[src/rtl/uart9_pkg.sv]
package uart9_pkg;
  localparam int CHAR_W  = 9;           // eight data bits plus the ninth bit
  localparam int FRAME_W = CHAR_W + 2;  // start + character + stop

  // control register bit positions (software decodes these)
  localparam int B_RXRDY = 7;
  localparam int B_TXMT  = 6;
  localparam int B_RXIEN = 5;
  localparam int B_TXIEN = 4;
  localparam int B_BRHI  = 3;
  localparam int B_BRLO  = 1;
  localparam int B_NINTH = 0;

  typedef enum logic [1:0] {RX_IDLE, RX_START, RX_DATA, RX_STOP} rx_state_t;

  function automatic logic maj3(input logic a, input logic b, input logic c);
    return (a & b) | (a & c) | (b & c);
  endfunction
endpackage

[src/rtl/uart9_baud.sv]
module uart9_baud #(
  parameter int BR_W = 3
) (
  input  logic            clk,
  input  logic            rst_n,
  input  logic [BR_W-1:0] code_i,
  output logic            tick_o
);
  localparam int CNT_W = (1 << BR_W) - 1;

  logic [CNT_W-1:0] cnt_q;
  logic [CNT_W:0]   span;
  logic [CNT_W:0]   limit;

  assign span   = (CNT_W+1)'(1) << code_i;
  assign limit  = span - (CNT_W+1)'(1);
  // compare with >= so a smaller code mid-count still ticks at once
  assign tick_o = ({1'b0, cnt_q} >= limit);

  always_ff @(posedge clk or negedge rst_n) begin
    if (!rst_n)      cnt_q <= '0;
    else if (tick_o) cnt_q <= '0;
    else             cnt_q <= cnt_q + 1'b1;
  end

  AST_FAST_TICK: assert property (@(posedge clk) disable iff (!rst_n)
    (code_i == '0) |-> tick_o);
  AST_TICK_GAP: assert property (@(posedge clk) disable iff (!rst_n)
    (tick_o && code_i != '0) |=> (!tick_o || code_i == '0));
endmodule

[src/rtl/uart9_tx.sv]
module uart9_tx
  import uart9_pkg::*;
#(
  parameter int OVERSAMPLE = 16
) (
  input  logic              clk,
  input  logic              rst_n,
  input  logic              tick_i,
  input  logic              load_i,
  input  logic [CHAR_W-1:0] char_i,
  output logic              busy_o,
  output logic              done_o,
  output logic              tx_o
);
  localparam int SUB_W = $clog2(OVERSAMPLE);
  localparam int BIT_W = $clog2(FRAME_W);

  logic [FRAME_W-1:0] sh_q;
  logic [SUB_W-1:0]   sub_q;
  logic [BIT_W-1:0]   bit_q;

  assign tx_o = sh_q[0];

  always_ff @(posedge clk or negedge rst_n) begin
    if (!rst_n) begin
      sh_q   <= '1;
      sub_q  <= '0;
      bit_q  <= '0;
      busy_o <= 1'b0;
      done_o <= 1'b0;
    end else begin
      done_o <= 1'b0;
      if (load_i && !busy_o) begin
        sh_q   <= {1'b1, char_i, 1'b0};
        sub_q  <= '0;
        bit_q  <= '0;
        busy_o <= 1'b1;
      end else if (busy_o && tick_i) begin
        sub_q <= sub_q + 1'b1;
        if (sub_q == SUB_W'(OVERSAMPLE - 1)) begin
          sh_q <= {1'b1, sh_q[FRAME_W-1:1]};
          if (bit_q == BIT_W'(FRAME_W - 1)) begin
            busy_o <= 1'b0;
            done_o <= 1'b1;
          end else begin
            bit_q <= bit_q + 1'b1;
          end
        end
      end
    end
  end

  AST_TX_IDLE_HIGH: assert property (@(posedge clk) disable iff (!rst_n)
    !busy_o |-> tx_o);
  AST_TX_START_LOW: assert property (@(posedge clk) disable iff (!rst_n)
    $rose(busy_o) |-> !tx_o);
  AST_LOAD_ONLY_IDLE: assert property (@(posedge clk) disable iff (!rst_n)
    load_i |-> !busy_o);
endmodule

[src/rtl/uart9_rx.sv]
module uart9_rx
  import uart9_pkg::*;
#(
  parameter int OVERSAMPLE = 16
) (
  input  logic              clk,
  input  logic              rst_n,
  input  logic              tick_i,
  input  logic              rx_i,
  output logic              done_o,
  output logic [CHAR_W-1:0] char_o
);
  localparam int SUB_W = $clog2(OVERSAMPLE);
  localparam int IDX_W = $clog2(CHAR_W);
  localparam logic [SUB_W-1:0] S_A = SUB_W'(OVERSAMPLE / 2 - 1);
  localparam logic [SUB_W-1:0] S_B = SUB_W'(OVERSAMPLE / 2);
  localparam logic [SUB_W-1:0] S_C = SUB_W'(OVERSAMPLE / 2 + 1);
  localparam logic [SUB_W-1:0] S_END = SUB_W'(OVERSAMPLE - 1);

  rx_state_t         st_q;
  logic [1:0]        sync_q;
  logic              rx_s;
  logic              samp_a, samp_b, vote;
  logic [SUB_W-1:0]  sub_q;
  logic [IDX_W-1:0]  idx_q;
  logic [CHAR_W-1:0] sh_q;

  assign rx_s = sync_q[1];
  assign vote = maj3(samp_a, samp_b, rx_s);

  always_ff @(posedge clk or negedge rst_n) begin
    if (!rst_n) sync_q <= 2'b11;
    else        sync_q <= {sync_q[0], rx_i};
  end

  always_ff @(posedge clk or negedge rst_n) begin
    if (!rst_n) begin
      st_q   <= RX_IDLE;
      sub_q  <= '0;
      idx_q  <= '0;
      sh_q   <= '0;
      samp_a <= 1'b1;
      samp_b <= 1'b1;
      done_o <= 1'b0;
      char_o <= '0;
    end else begin
      done_o <= 1'b0;
      if (tick_i) begin
        if (st_q == RX_IDLE) begin
          if (!rx_s) begin
            st_q  <= RX_START;
            sub_q <= SUB_W'(1);   // detecting tick is sample 0
          end
        end else begin
          sub_q <= sub_q + 1'b1;
          if (sub_q == S_A) samp_a <= rx_s;
          if (sub_q == S_B) samp_b <= rx_s;
          if (sub_q == S_C) begin
            unique case (st_q)
              RX_START: if (vote) st_q <= RX_IDLE;   // false start
              RX_DATA:  sh_q <= {vote, sh_q[CHAR_W-1:1]};
              RX_STOP: begin
                done_o <= 1'b1;
                char_o <= sh_q;
                st_q   <= RX_IDLE;
              end
              default: ;
            endcase
          end
          if (sub_q == S_END) begin
            if (st_q == RX_START) begin
              st_q  <= RX_DATA;
              idx_q <= '0;
            end else if (st_q == RX_DATA) begin
              if (idx_q == IDX_W'(CHAR_W - 1)) st_q <= RX_STOP;
              else                             idx_q <= idx_q + 1'b1;
            end
          end
        end
      end
    end
  end

  AST_RX_DONE_PULSE: assert property (@(posedge clk) disable iff (!rst_n)
    done_o |=> !done_o);
  AST_RX_DONE_IDLE: assert property (@(posedge clk) disable iff (!rst_n)
    done_o |-> (st_q == RX_IDLE));
endmodule

[src/rtl/uart9.sv]
module uart9
  import uart9_pkg::*;
#(
  parameter int          ADDR_W     = 8,
  parameter logic [7:0]  CTRL_ADDR  = 8'hD7,
  parameter logic [7:0]  DATA_ADDR  = 8'hD6,
  parameter int          OVERSAMPLE = 16,
  parameter int          BR_W       = 3
) (
  input  logic              clk,
  input  logic              rst_n,
  input  logic [ADDR_W-1:0] bus_addr,
  input  logic              bus_wr,
  input  logic [7:0]        bus_wdata,
  output logic [7:0]        bus_rdata,
  input  logic              rx_i,
  output logic              tx_o,
  output logic              irq_o
);
  logic            rxrdy_q, txmt_q, rxien_q, txien_q;
  logic [BR_W-1:0] code_q;
  logic            ninth_tx_q, ninth_rx_q;
  logic [7:0]      rx_byte_q;

  logic              tick, tx_busy, tx_done, rx_done;
  logic [CHAR_W-1:0] rx_char;
  logic              ctrl_wr, data_wr, tx_load;

  assign ctrl_wr = bus_wr && (bus_addr == ADDR_W'(CTRL_ADDR));
  assign data_wr = bus_wr && (bus_addr == ADDR_W'(DATA_ADDR));
  assign tx_load = data_wr && !tx_busy;

  uart9_baud #(.BR_W(BR_W)) baud_i (
    .clk(clk), .rst_n(rst_n), .code_i(code_q), .tick_o(tick));

  uart9_tx #(.OVERSAMPLE(OVERSAMPLE)) tx_i (
    .clk(clk), .rst_n(rst_n), .tick_i(tick), .load_i(tx_load),
    .char_i({ninth_tx_q, bus_wdata}), .busy_o(tx_busy),
    .done_o(tx_done), .tx_o(tx_o));

  uart9_rx #(.OVERSAMPLE(OVERSAMPLE)) rx_i_u (
    .clk(clk), .rst_n(rst_n), .tick_i(tick), .rx_i(rx_i),
    .done_o(rx_done), .char_o(rx_char));

  // hardware events take priority over a software write in the same cycle
  always_ff @(posedge clk or negedge rst_n) begin
    if (!rst_n) begin
      rxrdy_q    <= 1'b0;
      txmt_q     <= 1'b0;
      rxien_q    <= 1'b0;
      txien_q    <= 1'b0;
      code_q     <= '0;
      ninth_tx_q <= 1'b0;
      ninth_rx_q <= 1'b0;
      rx_byte_q  <= '0;
    end else begin
      if (ctrl_wr) begin
        rxrdy_q    <= bus_wdata[B_RXRDY];
        txmt_q     <= bus_wdata[B_TXMT];
        rxien_q    <= bus_wdata[B_RXIEN];
        txien_q    <= bus_wdata[B_TXIEN];
        code_q     <= bus_wdata[B_BRHI:B_BRLO];
        ninth_tx_q <= bus_wdata[B_NINTH];
      end
      if (tx_load) txmt_q <= 1'b0;
      if (tx_done) txmt_q <= 1'b1;
      if (rx_done) begin
        rxrdy_q    <= 1'b1;
        rx_byte_q  <= rx_char[7:0];
        ninth_rx_q <= rx_char[CHAR_W-1];
      end
    end
  end

  always_comb begin
    bus_rdata = '0;
    if (bus_addr == ADDR_W'(CTRL_ADDR)) begin
      bus_rdata[B_RXRDY]         = rxrdy_q;
      bus_rdata[B_TXMT]          = txmt_q;
      bus_rdata[B_RXIEN]         = rxien_q;
      bus_rdata[B_TXIEN]         = txien_q;
      bus_rdata[B_BRHI:B_BRLO]   = code_q;
      bus_rdata[B_NINTH]         = ninth_rx_q;
    end else if (bus_addr == ADDR_W'(DATA_ADDR)) begin
      bus_rdata = rx_byte_q;
    end
  end

  assign irq_o = (rxrdy_q & rxien_q) | (txmt_q & txien_q);

  AST_TXMT_CLEAR_ON_LOAD: assert property (@(posedge clk) disable iff (!rst_n)
    tx_load |=> !txmt_q);
  AST_TXMT_SET_ON_DONE: assert property (@(posedge clk) disable iff (!rst_n)
    tx_done |=> txmt_q);
  AST_RXRDY_SET_ON_DONE: assert property (@(posedge clk) disable iff (!rst_n)
    rx_done |=> rxrdy_q);
  AST_NO_IRQ_WITHOUT_ENABLE: assert property (@(posedge clk) disable iff (!rst_n)
    (!rxien_q && !txien_q) |-> !irq_o);
endmodule

[config.mk]
export PLATFORM = sky130hd
export DESIGN_NAME = uart9
export DESIGN_NICKNAME = d
export VERILOG_FILES = /design/src/rtl/uart9_pkg.sv /design/src/rtl/uart9_baud.sv /design/src/rtl/uart9_tx.sv /design/src/rtl/uart9_rx.sv /design/src/rtl/uart9.sv
export SDC_FILE = /design/constraint.sdc
export NUM_CORES = 1
export LEC_CHECK = 0
export BUFFER_PORTS_ARGS = -buffer_cell sky130_fd_sc_hd__buf_2
export CAP_MARGIN = 10
export CORE_MARGIN = 1.5
export CORE_UTILIZATION = 54
export DETAILED_ROUTE_END_ITERATION = 6
export PLACE_DENSITY = 0.76
export SLEW_MARGIN = 10
export SYNTH_ARGS = -nofsm -noshare
export SYNTH_HDL_FRONTEND = slang
export SYNTH_SLANG_ARGS = --single-unit
[constraint.sdc]
create_clock -name clk -period 2.5 [get_ports clk]
set_input_delay 0.375 -clock clk [delete_from_list [all_inputs] [get_ports clk]]
set_output_delay 0.375 -clock clk [all_outputs]
set_load 0.01 [all_outputs]
# Yosys cells after proc, flatten, opt, wreduce, memory -nomap -nowiden
# Index checks and enable logic that the tools add are counted.
[classes] n_addsub=6 shift=1 mux=43 n_reduce_logical=22 magnitude_cmp=1 eq_ne=15 n_bitwise=9
[ops] op="2-to-1 mux 4 bit" count=11
[ops] op="2-to-1 mux 11 bit" count=3
[ops] op="== test 4 bit, second input constant" count=6
[ops] op="2-to-1 mux 1 bit" count=17
[ops] op="adder 4 x 1 -> 4 bit, second input constant" count=4
[ops] op="== test 8 bit, second input constant" count=2
[ops] op="2-to-1 mux 2 bit" count=8
[ops] op="2-to-1 mux 8 bit" count=2
[ops] op="AND reduction 3 bit" count=4
[ops] op="nonzero test 2 bit" count=5
[ops] op="greater-or-equal comparator 7 x 8 -> 1 bit" count=1
[ops] op="AND reduction 4 bit" count=2
[ops] op="left shift 1 x 3 -> 8 bit, first input constant" count=1
[ops] op="subtractor 8 x 1 -> 8 bit, second input constant" count=1
[ops] op="adder 7 x 1 -> 7 bit, second input constant" count=1
[ops] op="2-to-1 mux 7 bit" count=1
[ops] op="bitwise AND 1 bit" count=5
[ops] op="logical AND 1 bit" count=5
[ops] op="AND reduction 5 bit" count=1
[ops] op="== test 2 bit, second input constant" count=2
[ops] op="== test 4 x 3 -> 1 bit, second input constant" count=1
[ops] op="!= test 2 x 1 -> 1 bit, second input constant" count=2
[ops] op="one-hot mux 2 bit (2 select lines)" count=1
[ops] op="AND reduction 2 bit" count=2
[ops] op="other kinds (7)" count=9
[totals] ff_bits=78 in_bits=20 output_inout_bits=10

# Longest topological paths before layout
[depth] word_depth=11 depth_mapped=9 ltp_nobuf=7

# Hierarchy
# Synthesis repeated with hierarchy kept, for this count alone.
[unflattened] cells_unflattened=345 area_unflattened_um2=4072.7
[modules_own_cells] mod="uart9_rx" seq_area_each_um2=830.8 cells_per_inst=126 area_per_inst_um2=1690.4 instances=1
[modules_own_cells] mod="uart9_tx" seq_area_each_um2=513.0 cells_per_inst=101 area_per_inst_um2=1038.5 instances=1
[modules_own_cells] mod="uart9" seq_area_each_um2=425.4 cells_per_inst=67 area_per_inst_um2=837.1 instances=1
[modules_own_cells] mod="uart9_baud" seq_area_each_um2=175.2 cells_per_inst=51 area_per_inst_um2=506.7 instances=1

# Worst setup path after synthesis
# OpenSTA, ideal clock, no wires.
[synth_timing] path_type="reg-to-reg" start="register code_q[2]" end="register rx_i_u.sh_q[0]" setup_slack_ns=-0.144 period_less_slack_ns=2.644 path_buffers=2 t_arrival_ns=2.519 path_stages_with_launch=10 path_cell_list="dfrtp_1 > clkbuf_1 > or3_1 > ha_1 > nand2b_1 > a2111oi_2 > o31a_1 > or3_1 > buf_4 > mux2_4"
[synth_via] elab_chain_len=4
[synth_rtl] item="start, declared" line="uart9.sv:21" text="logic [BR_W-1:0] code_q;"
[synth_rtl] item="start signal, assigned" line="uart9.sv:62" text="code_q <= bus_wdata[B_BRHI:B_BRLO];"
[synth_rtl] item="left shift 1 x 3 -> 8 bit" line="uart9_baud.sv:15" text="assign span = (CNT_W+1)'(1) << code_i;"
[synth_rtl] item="subtractor 8 x 1 -> 8 bit" line="uart9_baud.sv:16" text="assign limit = span - (CNT_W+1)'(1);"
[synth_rtl] item="greater-or-equal comparator 7 x 8 -> 1 bit" line="uart9_baud.sv:18" text="assign tick_o = ({1'b0, cnt_q} >= limit);"
[synth_rtl] item="AND reduction 4 bit (no line)"
[synth_rtl] item="end signal, assigned" line="uart9_rx.sv:61" text="RX_DATA: sh_q <= {vote, sh_q[CHAR_W-1:1]};"
[synth_rtl] item="end, declared" line="uart9_rx.sv:26" text="logic [CHAR_W-1:0] sh_q;"
# No other way between the ends.
# A chain may end at the register's enable or synchronous reset.

# Worst setup path in the final report
[layout_timing] start="register code_q[0]" end="register rx_i_u.sub_q[3]"
[layout_via] elab_chain_len=4
[layout_rtl] item="left shift 1 x 3 -> 8 bit" line="uart9_baud.sv:15"
[layout_rtl] item="subtractor 8 x 1 -> 8 bit" line="uart9_baud.sv:16"
[layout_rtl] item="greater-or-equal comparator 7 x 8 -> 1 bit" line="uart9_baud.sv:18"
[layout_rtl] item="AND reduction 2 bit (no line)"
[layout_rtl] item="end signal, assigned" line="uart9_rx.sv:55" text="sub_q <= sub_q + 1'b1;"
[layout_rtl] item="end, declared" line="uart9_rx.sv:24" text="logic [SUB_W-1:0] sub_q;"
# No other way between the ends.

==> flow_summary_export.csv <==
group,metric,value,unit
logic_synthesis,synth_top_family_by_area,"simple AND/OR/NAND/NOR gates",
global_route,grt_overflow,0,
place,globalplace.congestion,0.866,
timing,fin_ws,0.0608,ns
detailed_routing,wl_per_cell,15.4,um
die,core-area,6790,um^2
power_and_ir_drop,ir_drop,0.000585,V
timing,hold_slack,0.122,ns
worst_setup_path,worstPathCellList,"or3_1 -> ha_1 -> nand2b_4 -> a2111oi_4 -> o31ai_2 -> buf_4 -> nand2_1 -> a221o_1",
timing,finClkSkew,0.0146,ns
logic_synthesis,muxShareOfSynthArea,13.1,%
worst_setup_path,crit_path_start_kind,"flop",
clock_network,h-tree-depth,3,
place,pre_cts_ws,-0.00707,ns
clock_network,worst_skew_pair.late_latency,0.36,ns
timing,tightest_slew,0.908,ns
finish,final_nets,414,
logic_synthesis,synth_xor_area_share,1.15,%
worst_setup_path,cp.depth,8,
worst_setup_path,cpLargestDelayFamily,"compound AO/OA/AOI/OAI gates",
logic_synthesis,avgSynthCellArea,11.5,um^2
worst_setup_path,cp.required,2.73,ns
global_route,antenna_found_initial,0,
worst_setup_path,critPathKind,"flop to flop",
finish,design_area,4410,um^2
run,max_cap_viol_count,0,
logic_synthesis,synth_adder_area_share,6.85,%
logic_synthesis,yosysSeqAreaShare,51.2,%
worst_setup_path,crit_buf_inv,1,
timing,rsz0062_at_grt,"true",
worst_setup_path,critPathMaxStageDelay,0.40,ns
die,io_pins,30,
global_route,grt_pass1_wl,12.0,mm
logic_synthesis,ys_seq_elements,77,
worst_setup_path,reg2reg_to,"rx_i_u.sub_q[3]",
power_and_ir_drop,p_leak,2.18,nW
clock_network,cts.sinks,77,
timing,fin_crit_sh,97.6,%
timing,fmax,410,MHz
finish,multi_input_area,1810,um^2
worst_setup_path,crit_slowest_cell,"a221o_1",
power_and_ir_drop,powerDensity,872,nW/um^2
detailed_routing,ant_nets,0,
place,dp_cells,458,
finish,final_common_cell,"dfrtp_1",
finish,fill_cells,532,
detailed_routing,vias_per_cell,5.61,
global_route,grt_start_max_net_pins,76,
worst_setup_path,critPathCapture,"rx_i_u.sub_q[3]",
place,dpl_cell_area,4150,um^2
timing,hold_viol_final,0,
logic_synthesis,synth_compound_area_share,11.1,%
die,die_w,86.9,um
finish,fin_util,64.9,%
worst_setup_path,worstPathArrival,2.67,ns
timing,slew_violations,0,
die,die_h,86.9,um
clock_network,clkTransAtPathRegs,0.08,ns
worst_setup_path,ff2ff_path_depth,8,
worst_setup_path,cp-startpoint,"code_q[0]",
logic_synthesis,yosys_warnings,0,
run_status,status,"complete, no violations",
clock_network,cts_root_buf,"clkbuf_8",
finish,final_cell_mix,"63 x dfrtp_1, 34 x nand2_1, 28 x buf_2",
logic_synthesis,synthSimpleGateAreaFrac,14.0,%
place,io_buffers,29,
logic_synthesis,synth_cells,330,
logic_synthesis,synth_edf_count,0,
finish,area_growth,16.1,%
logic_synthesis,synth_cell_types,52,
die,fp-row-count,30,
finish,diodes,0,
global_route,track_usage,20.8,%
finish,seq_area,1940,um^2
detailed_routing,initialDrtViolationCount,146,
detailed_routing,drt_pass1_iterations,6,
timing,tns,0,ns
die,dieArea,7550,um^2
logic_synthesis,synth-async-reset-ratio,100,%
logic_synthesis,netlist_area,3800,um^2
worst_hold_path,min_path_type,"primary input to flop",
worst_setup_path,r2r-start,"code_q[0]",
detailed_routing,via_count,2666,
place,hpwl,5.03,mm
logic_synthesis,ys.flop_type,"dfrtp_1",
clock_network,cts_tree,"yes",
worst_setup_path,r2r_setup_slack,0.06,ns
die,initial_utilization,55.9,%
finish,final_cells,475,
worst_setup_path,cp_max_fo,5,
clock_network,cts_buffers,9,
logic_synthesis,synthesis.nets,370,
detailed_routing,wl,7.31,mm
detailed_routing,drc,0,
power_and_ir_drop,power,3.84,mW
clock_network,cts_buffer_depth,2,
timing,fin_crit,2.44,ns
timing,slew_headroom,39.4,%
global_route,grt_pass1_vias,2518,
finish,final_layout_size_suffix_gt1_share,32.2,%
worst_setup_path,end_kind,"flop",
timing,setup_violations,0,
-- power by group --
group	internal (mW)	switching (mW)	leakage, nW	total [mW]
registers	1.55	0.235	0.980	1.78
logic	0.478	0.558	1.10	1.04
clock network	0.562	0.465	0.102	1.03
-- cells by family after synthesis --
family          after synthesis
fa+ha+maj                    21
compound gates               56
xor+xnor                      5
flops                        77
simple gates                105
mux                          42
buf+inv                      24
-- layout make-up --
| class | instances | share of cell area, % |
|---|---|---|
| inverter | 12 | 1.02 |
| clock buffer | 10 | 2.89 |
| multi-input combinational | 229 | 41.1 |
| sequential | 77 | 44.1 |
| clock inverter | 6 | 2.01 |
| timing repair buffer | 45 | 6.16 |
| tap | 96 | 2.72 |
-- sequential cells by signal, summed over array words and instances (netlist names), 2 cells and up --
register and cells:
baud_i.cnt_q 7, code_q 3, rx_i_u.sub_q 4, tx_i.sub_q 4
rx_i_u.char_o 9, rx_i_u.sh_q 9, rx_i_u.idx_q 4, tx_i.sh_q 10
rx_i_u.st_q 2, rx_i_u.sync_q 2, tx_i.bit_q 4, rx_byte_q 8
-- repair_timing --
action,CTS,global route
gates resized for setup,1,8
pin swaps,1,1
endpoints found under the setup margin,3,23
buffers inserted,0,0
hold buffers,0,0
cloned,0,1
-- metal layers --
metal	GRT usage, %	up-vias	part of all wire, %	routed length, um
met4	7.77	0	1.8	130
met5	0	-	0	0
met2	30.9	51	46	3360
met1	28.3	1313	48	3470
met3	7.30	16	4.7	344
li1	-	1286	-	-
-- synthesized netlist by cell type, drive strengths merged, types with 6 or more instances --
cell	count	share of area (%)
ha	20	6.6
mux2i	6	1.6
nor2	20	2.0
inv	12	1.2
o211ai	10	2.0
dfrtp	63	42
clkbuf	8	0.79
mux2	36	12
o21ai	8	1.1
nand2	34	3.4
o31ai	6	1.3
a21oi	6	0.79
nand3	18	2.4
a22o	10	2.3
dfstp	14	9.7
-- worst min path at each step --
stage | startpoint | to | slack (ns) | cells past startpoint
floorplan | rst_n | baud_i.cnt_q[0] | 0.08 | 0
global placement | rx_i_u.sync_q[0] | rx_i_u.sync_q[1] | 0.35 | 0
detailed placement | rx_i_u.sync_q[0] | rx_i_u.sync_q[1] | 0.35 | 0
CTS | rx_i | rx_i_u.sync_q[0] | 0.1 | 1
global route | rx_i | rx_i_u.sync_q[0] | 0.1 | 1
finish | rx_i | rx_i_u.sync_q[0] | 0.12 | 1
Note: power is estimated with default switching activity, not from simulation.
